[src/rtl/bmc_pkg.sv]
package bmc_pkg;

  localparam int unsigned PRE_SLOTS = 4;

  typedef enum logic [1:0] {
    PRE_Z = 2'd0,
    PRE_X = 2'd1,
    PRE_Y = 2'd2
  } pre_kind_e;

  // d: mid-slot toggle, cv: invert both cells of the slot
  typedef struct packed {
    logic d;
    logic cv;
  } sym_t;

  // Preamble as four symbols; the violation symbols are plain bits with cv set
  function automatic sym_t pre_sym(pre_kind_e kind, logic [1:0] idx);
    sym_t s;
    s = '{d: 1'b0, cv: 1'b0};
    case (idx)
      2'd0: s = '{d: 1'b0, cv: 1'b0};
      2'd1: s = '{d: 1'b1, cv: 1'b1};
      2'd2: begin
        case (kind)
          PRE_Z:   s = '{d: 1'b1, cv: 1'b0};
          PRE_X:   s = '{d: 1'b0, cv: 1'b1};
          default: s = '{d: 1'b1, cv: 1'b1};
        endcase
      end
      default: begin
        case (kind)
          PRE_Z:   s = '{d: 1'b0, cv: 1'b1};
          PRE_X:   s = '{d: 1'b1, cv: 1'b0};
          default: s = '{d: 1'b0, cv: 1'b0};
        endcase
      end
    endcase
    return s;
  endfunction

endpackage

[src/rtl/bmc_block_ctr.sv]
module bmc_block_ctr #(
  parameter int unsigned FRAMES = 192,
  localparam int unsigned CW = $clog2(FRAMES)
) (
  input  logic          clk_i,
  input  logic          rst_ni,
  input  logic          adv_i,
  output logic [CW-1:0] cnt_o,
  output logic          first_o
);

  logic [CW-1:0] cnt_q;

  always_ff @(posedge clk_i or negedge rst_ni) begin
    if (!rst_ni) begin
      cnt_q <= '0;
    end else if (adv_i) begin
      cnt_q <= (cnt_q == CW'(FRAMES - 1)) ? '0 : cnt_q + 1'b1;
    end
  end

  assign cnt_o   = cnt_q;
  assign first_o = (cnt_q == '0);

endmodule

[src/rtl/bmc_slot_seq.sv]
module bmc_slot_seq #(
  parameter int unsigned SLOTS     = 32,
  parameter int unsigned PRE_SLOTS = 4,
  localparam int unsigned SW = $clog2(SLOTS)
) (
  input  logic          clk_i,
  input  logic          rst_ni,
  input  logic          cell_en_i,
  input  logic          sf_start_i,
  output logic          active_o,
  output logic [SW-1:0] slot_o,
  output logic          half_o,
  output logic          start_o,
  output logic          open_o,
  output logic          close_o,
  output logic [SW-1:0] nxt_slot_o,
  output logic          bit_req_o
);

  logic          active_q, half_q, last_cell, start;
  logic [SW-1:0] slot_q;

  assign last_cell = active_q && half_q && (slot_q == SW'(SLOTS - 1));
  // start only when idle or on the final cell
  assign start     = cell_en_i && sf_start_i && (!active_q || last_cell);

  always_ff @(posedge clk_i or negedge rst_ni) begin
    if (!rst_ni) begin
      active_q <= 1'b0;
      slot_q   <= '0;
      half_q   <= 1'b0;
    end else if (start) begin
      active_q <= 1'b1;
      slot_q   <= '0;
      half_q   <= 1'b0;
    end else if (cell_en_i && active_q) begin
      if (!half_q) begin
        half_q <= 1'b1;
      end else if (last_cell) begin
        active_q <= 1'b0;
        slot_q   <= '0;
        half_q   <= 1'b0;
      end else begin
        slot_q <= slot_q + 1'b1;
        half_q <= 1'b0;
      end
    end
  end

  assign active_o   = active_q;
  assign slot_o     = slot_q;
  assign half_o     = half_q;
  assign start_o    = start;
  assign open_o     = start || (cell_en_i && active_q && half_q && !last_cell);
  assign close_o    = cell_en_i && active_q && !half_q;
  assign nxt_slot_o = start ? '0 : slot_q + 1'b1;
  assign bit_req_o  = active_q && half_q &&
                      (slot_q >= SW'(PRE_SLOTS - 1)) &&
                      (slot_q <  SW'(SLOTS - 1));

endmodule

[src/rtl/bmc_cell_gen.sv]
module bmc_cell_gen
  import bmc_pkg::*;
(
  input  logic clk_i,
  input  logic rst_ni,
  input  logic open_i,
  input  logic close_i,
  input  sym_t sym_i,
  output logic line_o,
  output logic cv_o,
  output logic dbit_o
);

  logic line_q, cv_q, dbit_q;

  always_ff @(posedge clk_i or negedge rst_ni) begin
    if (!rst_ni) begin
      line_q <= 1'b0;
      cv_q   <= 1'b0;
      dbit_q <= 1'b0;
    end else if (open_i) begin
      // boundary toggle, cancelled by a violation
      line_q <= ~line_q ^ sym_i.cv;
      cv_q   <= sym_i.cv;
      dbit_q <= sym_i.d;
    end else if (close_i) begin
      line_q <= line_q ^ dbit_q;
    end
  end

  assign line_o = line_q;
  assign cv_o   = cv_q;
  assign dbit_o = dbit_q;

endmodule

[src/rtl/bmc_encoder.sv]
module bmc_encoder
  import bmc_pkg::*;
#(
  parameter int unsigned SLOTS  = 32,
  parameter int unsigned FRAMES = 192
) (
  input  logic clk_i,
  input  logic rst_ni,
  input  logic cell_en_i,
  input  logic sf_start_i,
  input  logic chan_right_i,
  input  logic data_i,
  output logic line_o,
  output logic cv_o,
  output logic bit_req_o
);

  localparam int unsigned SW = $clog2(SLOTS);
  localparam int unsigned CW = $clog2(FRAMES);

  logic          sf_active, half_q, start, open_slot, close_slot;
  logic          blk_first, dbit;
  logic [SW-1:0] slot_q, nxt_slot;
  logic [CW-1:0] blk_cnt;
  pre_kind_e     kind_q, kind_nxt, kind_sel;
  sym_t          sym;

  bmc_slot_seq #(
    .SLOTS    (SLOTS),
    .PRE_SLOTS(PRE_SLOTS)
  ) u_seq (
    .clk_i     (clk_i),
    .rst_ni    (rst_ni),
    .cell_en_i (cell_en_i),
    .sf_start_i(sf_start_i),
    .active_o  (sf_active),
    .slot_o    (slot_q),
    .half_o    (half_q),
    .start_o   (start),
    .open_o    (open_slot),
    .close_o   (close_slot),
    .nxt_slot_o(nxt_slot),
    .bit_req_o (bit_req_o)
  );

  bmc_block_ctr #(
    .FRAMES(FRAMES)
  ) u_blk (
    .clk_i  (clk_i),
    .rst_ni (rst_ni),
    .adv_i  (start && !chan_right_i),
    .cnt_o  (blk_cnt),
    .first_o(blk_first)
  );

  always_comb begin
    if (chan_right_i)   kind_nxt = PRE_Y;
    else if (blk_first) kind_nxt = PRE_Z;
    else                kind_nxt = PRE_X;
  end

  always_ff @(posedge clk_i or negedge rst_ni) begin
    if (!rst_ni)    kind_q <= PRE_Z;
    else if (start) kind_q <= kind_nxt;
  end

  assign kind_sel = start ? kind_nxt : kind_q;

  always_comb begin
    if (nxt_slot < SW'(PRE_SLOTS)) sym = pre_sym(kind_sel, nxt_slot[1:0]);
    else                           sym = '{d: data_i, cv: 1'b0};
  end

  bmc_cell_gen u_cell (
    .clk_i  (clk_i),
    .rst_ni (rst_ni),
    .open_i (open_slot),
    .close_i(close_slot),
    .sym_i  (sym),
    .line_o (line_o),
    .cv_o   (cv_o),
    .dbit_o (dbit)
  );

endmodule

[config.mk]
export PLATFORM = sky130hd
export DESIGN_NAME = bmc_encoder
export DESIGN_NICKNAME = d
export VERILOG_FILES = /design/src/rtl/bmc_pkg.sv /design/src/rtl/bmc_block_ctr.sv /design/src/rtl/bmc_slot_seq.sv /design/src/rtl/bmc_cell_gen.sv /design/src/rtl/bmc_encoder.sv
export SDC_FILE = /design/constraint.sdc
export NUM_CORES = 1
export LEC_CHECK = 0
export BUFFER_PORTS_ARGS = -buffer_cell sky130_fd_sc_hd__buf_2
export CAP_MARGIN = 20
export CELL_PAD_IN_SITES_DETAIL_PLACEMENT = 1
export CELL_PAD_IN_SITES_GLOBAL_PLACEMENT = 1
export CORE_MARGIN = 1
export CORE_UTILIZATION = 45
export DETAILED_ROUTE_END_ITERATION = 12
export GPL_TIMING_DRIVEN = 0
export PLACE_DENSITY = 0.76
export SKIP_LAST_GASP = 1
export SLEW_MARGIN = 20
export SYNTH_ARGS = -nofsm -noshare
export SYNTH_HDL_FRONTEND = slang
export SYNTH_SLANG_ARGS = --single-unit
[constraint.sdc]
create_clock -name clk_i -period 2.76 [get_ports clk_i]
set_clock_uncertainty 0.2 [all_clocks]
set_input_delay 0.552 -clock clk_i [delete_from_list [all_inputs] [get_ports clk_i]]
set_output_delay 0.552 -clock clk_i [all_outputs]
set_load 0.1 [all_outputs]
==> results of run 1 <==
critical path: cells and delay by family (launching register included):
kind | cells | cell delay (ns)
and+or+nand+nor | 1 | 0.50
DFF | 1 | 0.47
adders and majority gates | 1 | 0.25
AOI/OAI and AO/OA | 2 | 0.23
buffers and inverters | 1 | 0.21
timing repair:
action	in CTS	in global routing
endpoints found under the hold margin	14	0
hold buffers	1	0
setup endpoints to repair	1	3
gates resized for setup	3	2
how the worst max path moves through the flow:
stage / from / endpoint / slack, ns / depth (start not counted)
after floorplan: u_seq.slot_o[1] / bit_req_o / 0.27 / 4
after global placement: u_seq.slot_o[1] / u_cell.line_o / 0.14 / 6
after detailed placement: u_seq.slot_o[1] / u_cell.line_o / 0.16 / 6
after CTS: u_seq.slot_o[1] / bit_req_o / 0.003 / 5
after global routing: u_seq.slot_o[1] / bit_req_o / -0.04 / 5
final: u_seq.slot_o[1] / bit_req_o / 0.05 / 5
logic make-up (layout without fill, tap and decap cells):
| family | count (synthesis) | after routing |
|---|---|---|
| XOR/XNOR | 8 | 8 |
| AO/OA/AOI/OAI | 29 | 29 |
| flip-flops | 20 | 20 |
| buffers and inverters | 5 | 18 |
| multiplexers | 2 | 2 |
| AND/OR/NAND/NOR | 46 | 46 |
| adder cells (fa/ha/maj) | 4 | 4 |
layout by cell type (no fill, tap or decap), types with 2 or more instances in the layout:
cell and count:
a22o_1 2, or4_1 2, o21ai_0 14, a21oi_1 3, a31oi_1 2, nand2_1 16, nand3_1 6, xor2_1 4
dfrtp_1 19, buf_2 7, inv_1 4, nor2_1 7, or3_1 2, xnor2_1 4, buf_6 2, and3_1 3
mux2_2 2, ha_1 4, clkbuf_4 3
stage by stage:
stage	total power (uW)	worst slack, ns	cells	instance area [um2]	hold WS (ns)
global route	1190	-0.0357	155	1300	0.323
CTS	1110	0.00323	155	1290	0.281
global placement	904	0.144	150	1230	0.252
floorplan	820	0.268	114	1160	0.0564
finish	1110	0.0544	155	1300	0.271
detailed placement	922	0.162	150	1230	0.261
registers in the layout, indices dropped and copies added, names as in the netlist:
name and cells:
u_cell.line_o 1, u_seq.slot_o 5, u_blk.cnt_o 8, u_cell.cv_o 1, u_seq.active_o 1, u_cell.dbit_o 1
kind_q 2, u_seq.half_o 1
metal layers:
| layer | global-route usage (%) | up-vias |
|---|---|---|
| met5 | 0 | - |
| met3 | 3.48 | 2 |
| met1 | 28.1 | 449 |
| li1 | - | 442 |
| met4 | 5.26 | 0 |
| met2 | 39.2 | 7 |
final cells by class:
cell class / count / area, um2
Multi-Input combinational cell: 89 / 641
Buffer: 1 / 11.3
Tap cell: 28 / 35.0
Sequential cell: 20 / 502
Fill cell: 284 / 1000
Clock buffer: 4 / 36.3
Inverter: 4 / 15.0
Timing Repair Buffer: 9 / 56.3
power by group:
| group | total, uW | internal (uW) | switching, uW | leakage, uW |
|---|---|---|---|---|
| registers | 416 | 354 | 61.1 | 0.000254 |
| logic | 516 | 177 | 339 | 0.000316 |
| clock network | 178 | 80.5 | 97.4 | 0.0000210 |
| total | 1110 | 612 | 498 | 0.000592 |
==> results.toml, run 1 <==
[placement]
gpl.final_weighted_congestion = 0.722
port_buffers = 8
dp_hpwl_um = 1860

[worst_setup_path]
reg2reg_depth = 8
regToRegSetupSlack_ns = 0.18
arrival_ns = 1.95
worst_setup_path_end_kind = "output port"
path_cells = "ha_1 -> or4_1 -> a21oi_2 -> a311oi_4 -> buf_6"
cp_slowest_cell = "or4_1"
r2r_end = "u_blk.cnt_o[7]"
path_max_fanout = 6
reg2reg_from = "u_seq.slot_o[1]"
worst-setup-path-type = "register to output port"
critPathLaunchType = "register"
cp.required_ns = 2.01
cpPeakStageDelay_ns = 0.50

[floorplanning]
die_y_um = 52.4
die_w_um = 52.4
coreArea_mm2 = 0.00230
pin_count = 9
fp-row-count = 17
initial_core_util_pct = 49.7
dieArea_mm2 = 0.00274

[drt]
met1_length_um = 1170
wl_met3_um = 35
drt-initial-drc-count = 6
postRouteWirelength_um = 2460
drc = 0
top_layer_used = "met4"
route.met2.wl_um = 1250
num_vias = 900
ant_nets = 0
wl_per_cell_um = 15.9
viasPerCell = 5.81
firstDrtPassIters = 3

[yosys]
yosysTopAreaCell = "dfrtp_1"
synth_seq_cells = 20
synth.most_common_cell = "dfrtp_1"
synth_top_family_by_area = "simple AND/OR/NAND/NOR gates"
synth_top_cells_by_area = "dfrtp_1, o21ai_0, nand2_1, ha_1, xnor2_1"
yosysTopAreaCellShare_pct = 43.9
syn_nets = 124
avgSynthCellArea_um2 = 10.0
yosys-top-cells-count = "dfrtp_1, nand2_1, o21ai_0"
ys_types = 34
synth_warnings = 0
synth-xor-area-share_pct = 6.14
synth-simple-area-share_pct = 24.3
seq_area_frac_synth_pct = 43.9
muxShareOfSynthArea_pct = 1.97
synth_compound_area_share_pct = 17.0
synth_fa_ha_area_share_pct = 4.39
synth_edf_count = 0
syn-cell-area_mm2 = 0.00114
async_flop_share_pct = 100
syn_inst = 114
synthFlopType = "dfrtp_1"

[pwr]
ir_drop_mv = 0.512
powerDensity_mw_per_mm2 = 856
p_leak_uw = 0.000592

[grt]
grtUsageTotal_pct = 22.2
grt_max_degree = 21
antenna_found_initial = 0
grt_pass1_vias = 980
overflow = 0
grt_pass1_wl_um = 4460

[layout]
diodes = 0
layout-drive-gt1-share_pct = 22.0
final_core_util_pct = 56.4
syn_to_final_growth_pct = 13.6
nets = 138

[clock_tree]
clkLatencyLatePin_ns = 0.30
cts_tree = "built"
cts_root_buffer = "clkbuf_4"
clkSinkCount = 20
clkSlewWorstSetupHoldPaths_ns = 0.12
cts_htree_levels = 1
cts_buffers = 3
postCtsSetupBuffers = 0
cts_buffer_depth = 2

[min_path]
min_path_type = "register to register"
hold_end = "u_cell.line_o"
worstHoldStart = "u_cell.line_o"
holdPathStages = 1

[timing]
maxSlewHeadroom_pct = 67.6
final.setup.tns_ns = 0
layout_min_cycle_time_ns = 2.71
finalSetupViolCount = 0
finalCritPeriodShare_pct = 98.0
timing.fmax_mhz = 370
worst_pin_slew_ns = 0.482
rsz0062_at_grt = "yes"
drv_slew = 0
hold_viol = 0

[outcome]
status = "finished, final reports clean"

[flow_run]
maxCapViolCount = 0
(Power assumes the default switching activity.)
==> run 2: changes to the inputs <==
PLACE_DENSITY = unset   (was 0.76)
PLACE_DENSITY_LB_ADDON = 0.12   (was unset)
==> run 2 against run 1 <==
Effect of this change:
- sequential share of layout area down 1.0 points
- sequential power about the same
- setup slack better by 0.019 ns
- clock power down 2%
- largest power group unchanged
- highest routed layer unchanged
==> results.toml, run 2 (synthesized netlist as in run 1, its figures left out) <==
[outcome]
status = "finished, final reports clean"

[timing]
drv_slew = 0
worst_pin_slew_ns = 0.579
final.setup.tns_ns = 0
maxSlewHeadroom_pct = 61.2
finalSetupViolCount = 0
layout_min_cycle_time_ns = 2.69
rsz0062_at_grt = "no"
finalCritPeriodShare_pct = 97.3
hold_viol = 0
timing.fmax_mhz = 372

[worst_setup_path]
path_max_fanout = 6
cp.required_ns = 2.01
worst-setup-path-type = "register to output port"
cpPeakStageDelay_ns = 0.50
worst_setup_path_end_kind = "output port"
cp_slowest_cell = "or4_1"
path_cells = "ha_1 -> or4_1 -> a21oi_2 -> a311oi_4 -> buf_8"
critPathLaunchType = "register"
arrival_ns = 1.93

[clock_tree]
clkLatencyLatePin_ns = 0.30
cts_buffers = 3
clkSlewWorstSetupHoldPaths_ns = 0.11
cts_root_buffer = "clkbuf_4"
clkSinkCount = 20
cts_tree = "built"
cts_buffer_depth = 2
cts_htree_levels = 1

[drt]
ant_nets = 0
viasPerCell = 5.82
postRouteWirelength_um = 2610
drt-initial-drc-count = 12
wl_per_cell_um = 16.5
firstDrtPassIters = 4
drc = 0
num_vias = 919

[layout]
final_common_cell = "dfrtp_1"
layout-drive-gt1-share_pct = 23.8
largest_reg_flops = 8
syn_to_final_growth_pct = 16.7
mostFrequentLayoutCells = "dfrtp_1, nand2_1, o21ai_0, nor2_1, buf_2"
nets = 141
diodes = 0

[pwr]
ir_drop_mv = 0.638
switching_power_uw = 502
p_seq_share_pct = 36.6
intPower_uw = 626
switching_share_pct = 44.5
p_leak_uw = 0.000608
powerDensity_mw_per_mm2 = 847
pwr-share-comb_pct = 48.0
clkPwrFrac_pct = 15.4
fin_total_pwr_uw = 1130

[grt]
overflow = 0
grt_pass1_vias = 899
grtUsageTotal_pct = 21.9
grt_max_degree = 21
antenna_found_initial = 0
grt_pass1_wl_um = 4320

[floorplanning]
fp-row-count = 17
die_w_um = 52.4
initial_core_util_pct = 49.7
die_y_um = 52.4
pin_count = 9
dieArea_mm2 = 0.00274
coreArea_mm2 = 0.00230

[flow_run]
maxCapViolCount = 0

[placement]
dp_hpwl_um = 1920
gpl.final_weighted_congestion = 0.780
port_buffers = 8

[min_path]
min_path_type = "register to register"
==> run 2: cell count changes in the layout (fill, tap and decap cells not counted), sizes merged <==
cell  before  now
buf        9   12
==> run 2: metrics by stage <==
| step | utilization [%] | instance area, um2 | std cells | setup WS, ns | hold slack [ns] |
|---|---|---|---|---|---|
| 3_3_place_gp | 53.7 | 1230 | 150 | 0.186 | 0.251 |
| 4_1_cts | 56.2 | 1290 | 155 | 0.0131 | 0.276 |
| 6_report | 58.0 | 1330 | 158 | 0.0735 | 0.275 |
| 2_1_floorplan | - | 1160 | 114 | 0.268 | 0.0564 |
| 3_5_place_dp | 53.7 | 1230 | 150 | 0.138 | 0.256 |
| 5_1_grt | 58.0 | 1330 | 158 | 0.00569 | 0.299 |
==> run 2: path summary, 6_finish.rpt <==
check,startpoint,to,slack [ns],depth (start not counted)
max,u_seq.slot_o[1],bit_req_o,0.07,5
min,u_cell.line_o,u_cell.line_o,0.28,1
max reg2reg,u_seq.slot_o[1],u_blk.cnt_o[7],0.22,8
min reg2reg,u_cell.line_o,u_cell.line_o,0.28,1
max in group asynchronous,rst_ni,u_seq.slot_o[1],1.52,2
min in group asynchronous,rst_ni,u_blk.cnt_o[6],0.51,2
==> run 2: metal layers <==
layer	track usage (%)	routed length [um]	up-vias	part of all wire, %
li1	-	-	452	-
met1	33.0	1330	453	51
met2	30.2	1190	10	46
met3	2.90	50	4	1.9
met4	10.5	36	0	1.4
met5	0	0	-	0
==> run 2: worst max-delay path, delay by kind of cell (launching register included) <==
family	cells	cell delay (ns)
simple gates	1	0.50
flops	1	0.44
fa+ha+maj	1	0.25
compound gates	2	0.23
buf+inv	1	0.20
==> run 2: power by group through the flow <==
| stage | clock (uW) | combinational [uW] | sequential, uW |
|---|---|---|---|
| after detailed placement | 0 | 504 | 420 |
| after CTS | 181 | 523 | 416 |
| after floorplan | 0 | 311 | 509 |
| after global placement | 0 | 486 | 415 |
| after global routing | 193 | 583 | 422 |
| final | 174 | 541 | 413 |
==> run 2: area by class of cell <==
cell class / instances / area, um2
multi-input cells: 89 / 649
fillers: 263 / 966
plain buffers: 1 / 11.3
repair buffers: 12 / 82.6
inverters: 4 / 15.0
flip-flops and latches: 20 / 502
well taps: 28 / 35.0
clock buffers: 4 / 36.3
==> run 2: repair_timing <==
action,4_1_cts,5_1_grt
resized for setup,3,4
hold buffers,1,0
buffers inserted,0,3
hold endpoints to repair,20,0
setup endpoints to repair,1,9
pin swaps,0,1
==> run 3: changes to the inputs <==
REMOVE_ABC_BUFFERS = 1   (was unset)
==> run 3 against run 2 <==
Effect of this change:
- global-route usage up 0.28 points
- flip-flop and latch count is the same
- via count down 0.87%
- combinational power is 8.3% lower
- fmax rose by 0.60%
- worst hold slack improved by 0.010 ns
- clock power is 41% higher
- non-clock buffer count decreased by 3
- critical path depth unchanged
- total power increased by 2.6%
- critical path type unchanged
==> results.toml, run 3 (synthesized netlist as in run 1, its figures left out) <==
[outcome]
status = "finished, final reports clean"

[drt]
drc = 0
postRouteWirelength_um = 2540
firstDrtPassIters = 4
wl_per_cell_um = 16.4
viasPerCell = 5.88
num_vias = 911
drt-initial-drc-count = 13
ant_nets = 0

[grt]
antenna_found_initial = 0
grt_pass1_wl_um = 4400
grt_pass1_vias = 951
overflow = 0
grtUsageTotal_pct = 22.2
grt_max_degree = 21

[layout]
largest_reg_flops = 8
final_common_cell = "dfrtp_1"
syn_to_final_growth_pct = 12.8
mostFrequentLayoutCells = "dfrtp_1, nand2_1, o21ai_0, nor2_1, buf_2"
nFillCells = 266
final_core_util_pct = 56.0
nets = 138
diodes = 0
final_cells = 155
layout-drive-gt1-share_pct = 22.0

[flow_run]
maxCapViolCount = 0

[clock_tree]
cts_tree = "built"
cts_root_buffer = "clkbuf_4"
clkSinkCount = 20
cts_buffer_depth = 2
cts_htree_levels = 1
clkLatencyLatePin_ns = 0.31
cts_buffers = 3
clkSlewWorstSetupHoldPaths_ns = 0.12

[worst_setup_path]
critPathBufInv = 1
path_cells = "ha_2 -> or4_1 -> a21oi_1 -> a311oi_1 -> buf_4"
worst_setup_path_end_kind = "output port"
worst-setup-path-type = "register to output port"
path_max_fanout = 6
cp_slowest_cell = "or4_1"
critPathLaunchType = "register"
arrival_ns = 1.92
cpPeakStageDelay_ns = 0.47
r2r_end = "u_blk.cnt_o[7]"
reg2reg_from = "u_seq.slot_o[1]"
reg2reg_depth = 8
cp.required_ns = 2.01
regToRegSetupSlack_ns = 0.25
critical-path-top-delay-family = "simple AND/OR/NAND/NOR gates"

[placement]
gpl.final_weighted_congestion = 0.741
port_buffers = 8
dp.cells = 149
dp_hpwl_um = 1860

[timing]
holdWs_ns = 0.285
layout_min_cycle_time_ns = 2.67
drv_slew = 0
hold_viol = 0
finalSetupViolCount = 0
maxSlewHeadroom_pct = 61.5
timing.fmax_mhz = 374
finalCritPeriodShare_pct = 96.8
rsz0062_at_grt = "no"
worst_pin_slew_ns = 0.574

[floorplanning]
coreArea_mm2 = 0.00230
die_y_um = 52.4
fp-row-count = 17
initial_core_util_pct = 49.7
die_w_um = 52.4
dieArea_mm2 = 0.00274
pin_count = 9

[min_path]
hold_end = "u_cell.line_o"
worstHoldStart = "u_cell.line_o"
min_path_type = "register to register"
holdPathStages = 1

[pwr]
fin_total_pwr_uw = 1160
powerDensity_mw_per_mm2 = 899
ir_drop_mv = 0.427
p_leak_uw = 0.000590
## run 3: worst reg2reg max path: stages (launching register included)
cell,delay [ns]
dfrtp_2,0.43
ha_2,0.23
and3_1,0.17
ha_1,0.28
a21boi_4,0.13
nor4_2,0.46
mux2_2,0.39
nand2_1,0.07
nand2_1,0.05
## run 3: layout make-up
cell class	instances	area [um2]	area share, %
sequential	20	503	39.1
inverter	4	15.0	1.17
multi-input combinational	89	622	48.3
timing repair buffer	10	60.1	4.66
clock buffer	3	22.5	1.75
tap	28	35.0	2.72
clock inverter	1	30.0	2.33
## run 3: timing repair
action                     4_1_cts  5_1_grt
resized for setup                2        3
buffers inserted                 1        0
cloned                           0        0
hold endpoints to repair        20        0
setup endpoints to repair        3        3
hold buffers                     1        0
## run 3: routing by layer
| layer | track usage (%) | vias up | wire length [um] |
|---|---|---|---|
| met3 | 3.77 | 2 | 63 |
| met5 | 0 | - | 0 |
| met2 | 37.8 | 12 | 1330 |
| met4 | 6.14 | 0 | 17 |
| li1 | - | 444 | - |
| met1 | 28.7 | 453 | 1130 |
## run 3: worst max path at each step
| stage | slack, ns | from | end | cells past startpoint |
|---|---|---|---|---|
| floorplan | -1.19 | u_seq.slot_o[0] | bit_req_o | 4 |
| global placement | 0.05 | u_seq.slot_o[0] | u_cell.line_o | 6 |
| detailed placement | -0.07 | u_seq.slot_o[0] | u_cell.line_o | 6 |
| CTS | 0.04 | u_seq.slot_o[1] | bit_req_o | 5 |
| global route | 0.04 | u_seq.slot_o[1] | bit_req_o | 5 |
| finish | 0.09 | u_seq.slot_o[1] | bit_req_o | 5 |
## run 3: where the power goes
part	switching [uW]	internal (uW)
combinational	335	161
clock	98.1	147
sequential	60.0	356
total	493	664
## run 3: through the flow
step / worst slack (ns) / TNS [ns] / area (um2)
floorplan: -1.19 / -1.19 / 1130
global placement: 0.0495 / 0 / 1200
detailed placement: -0.0652 / -0.0977 / 1200
CTS: 0.0426 / 0 / 1280
global route: 0.0434 / 0 / 1290
finish: 0.0895 / 0 / 1290
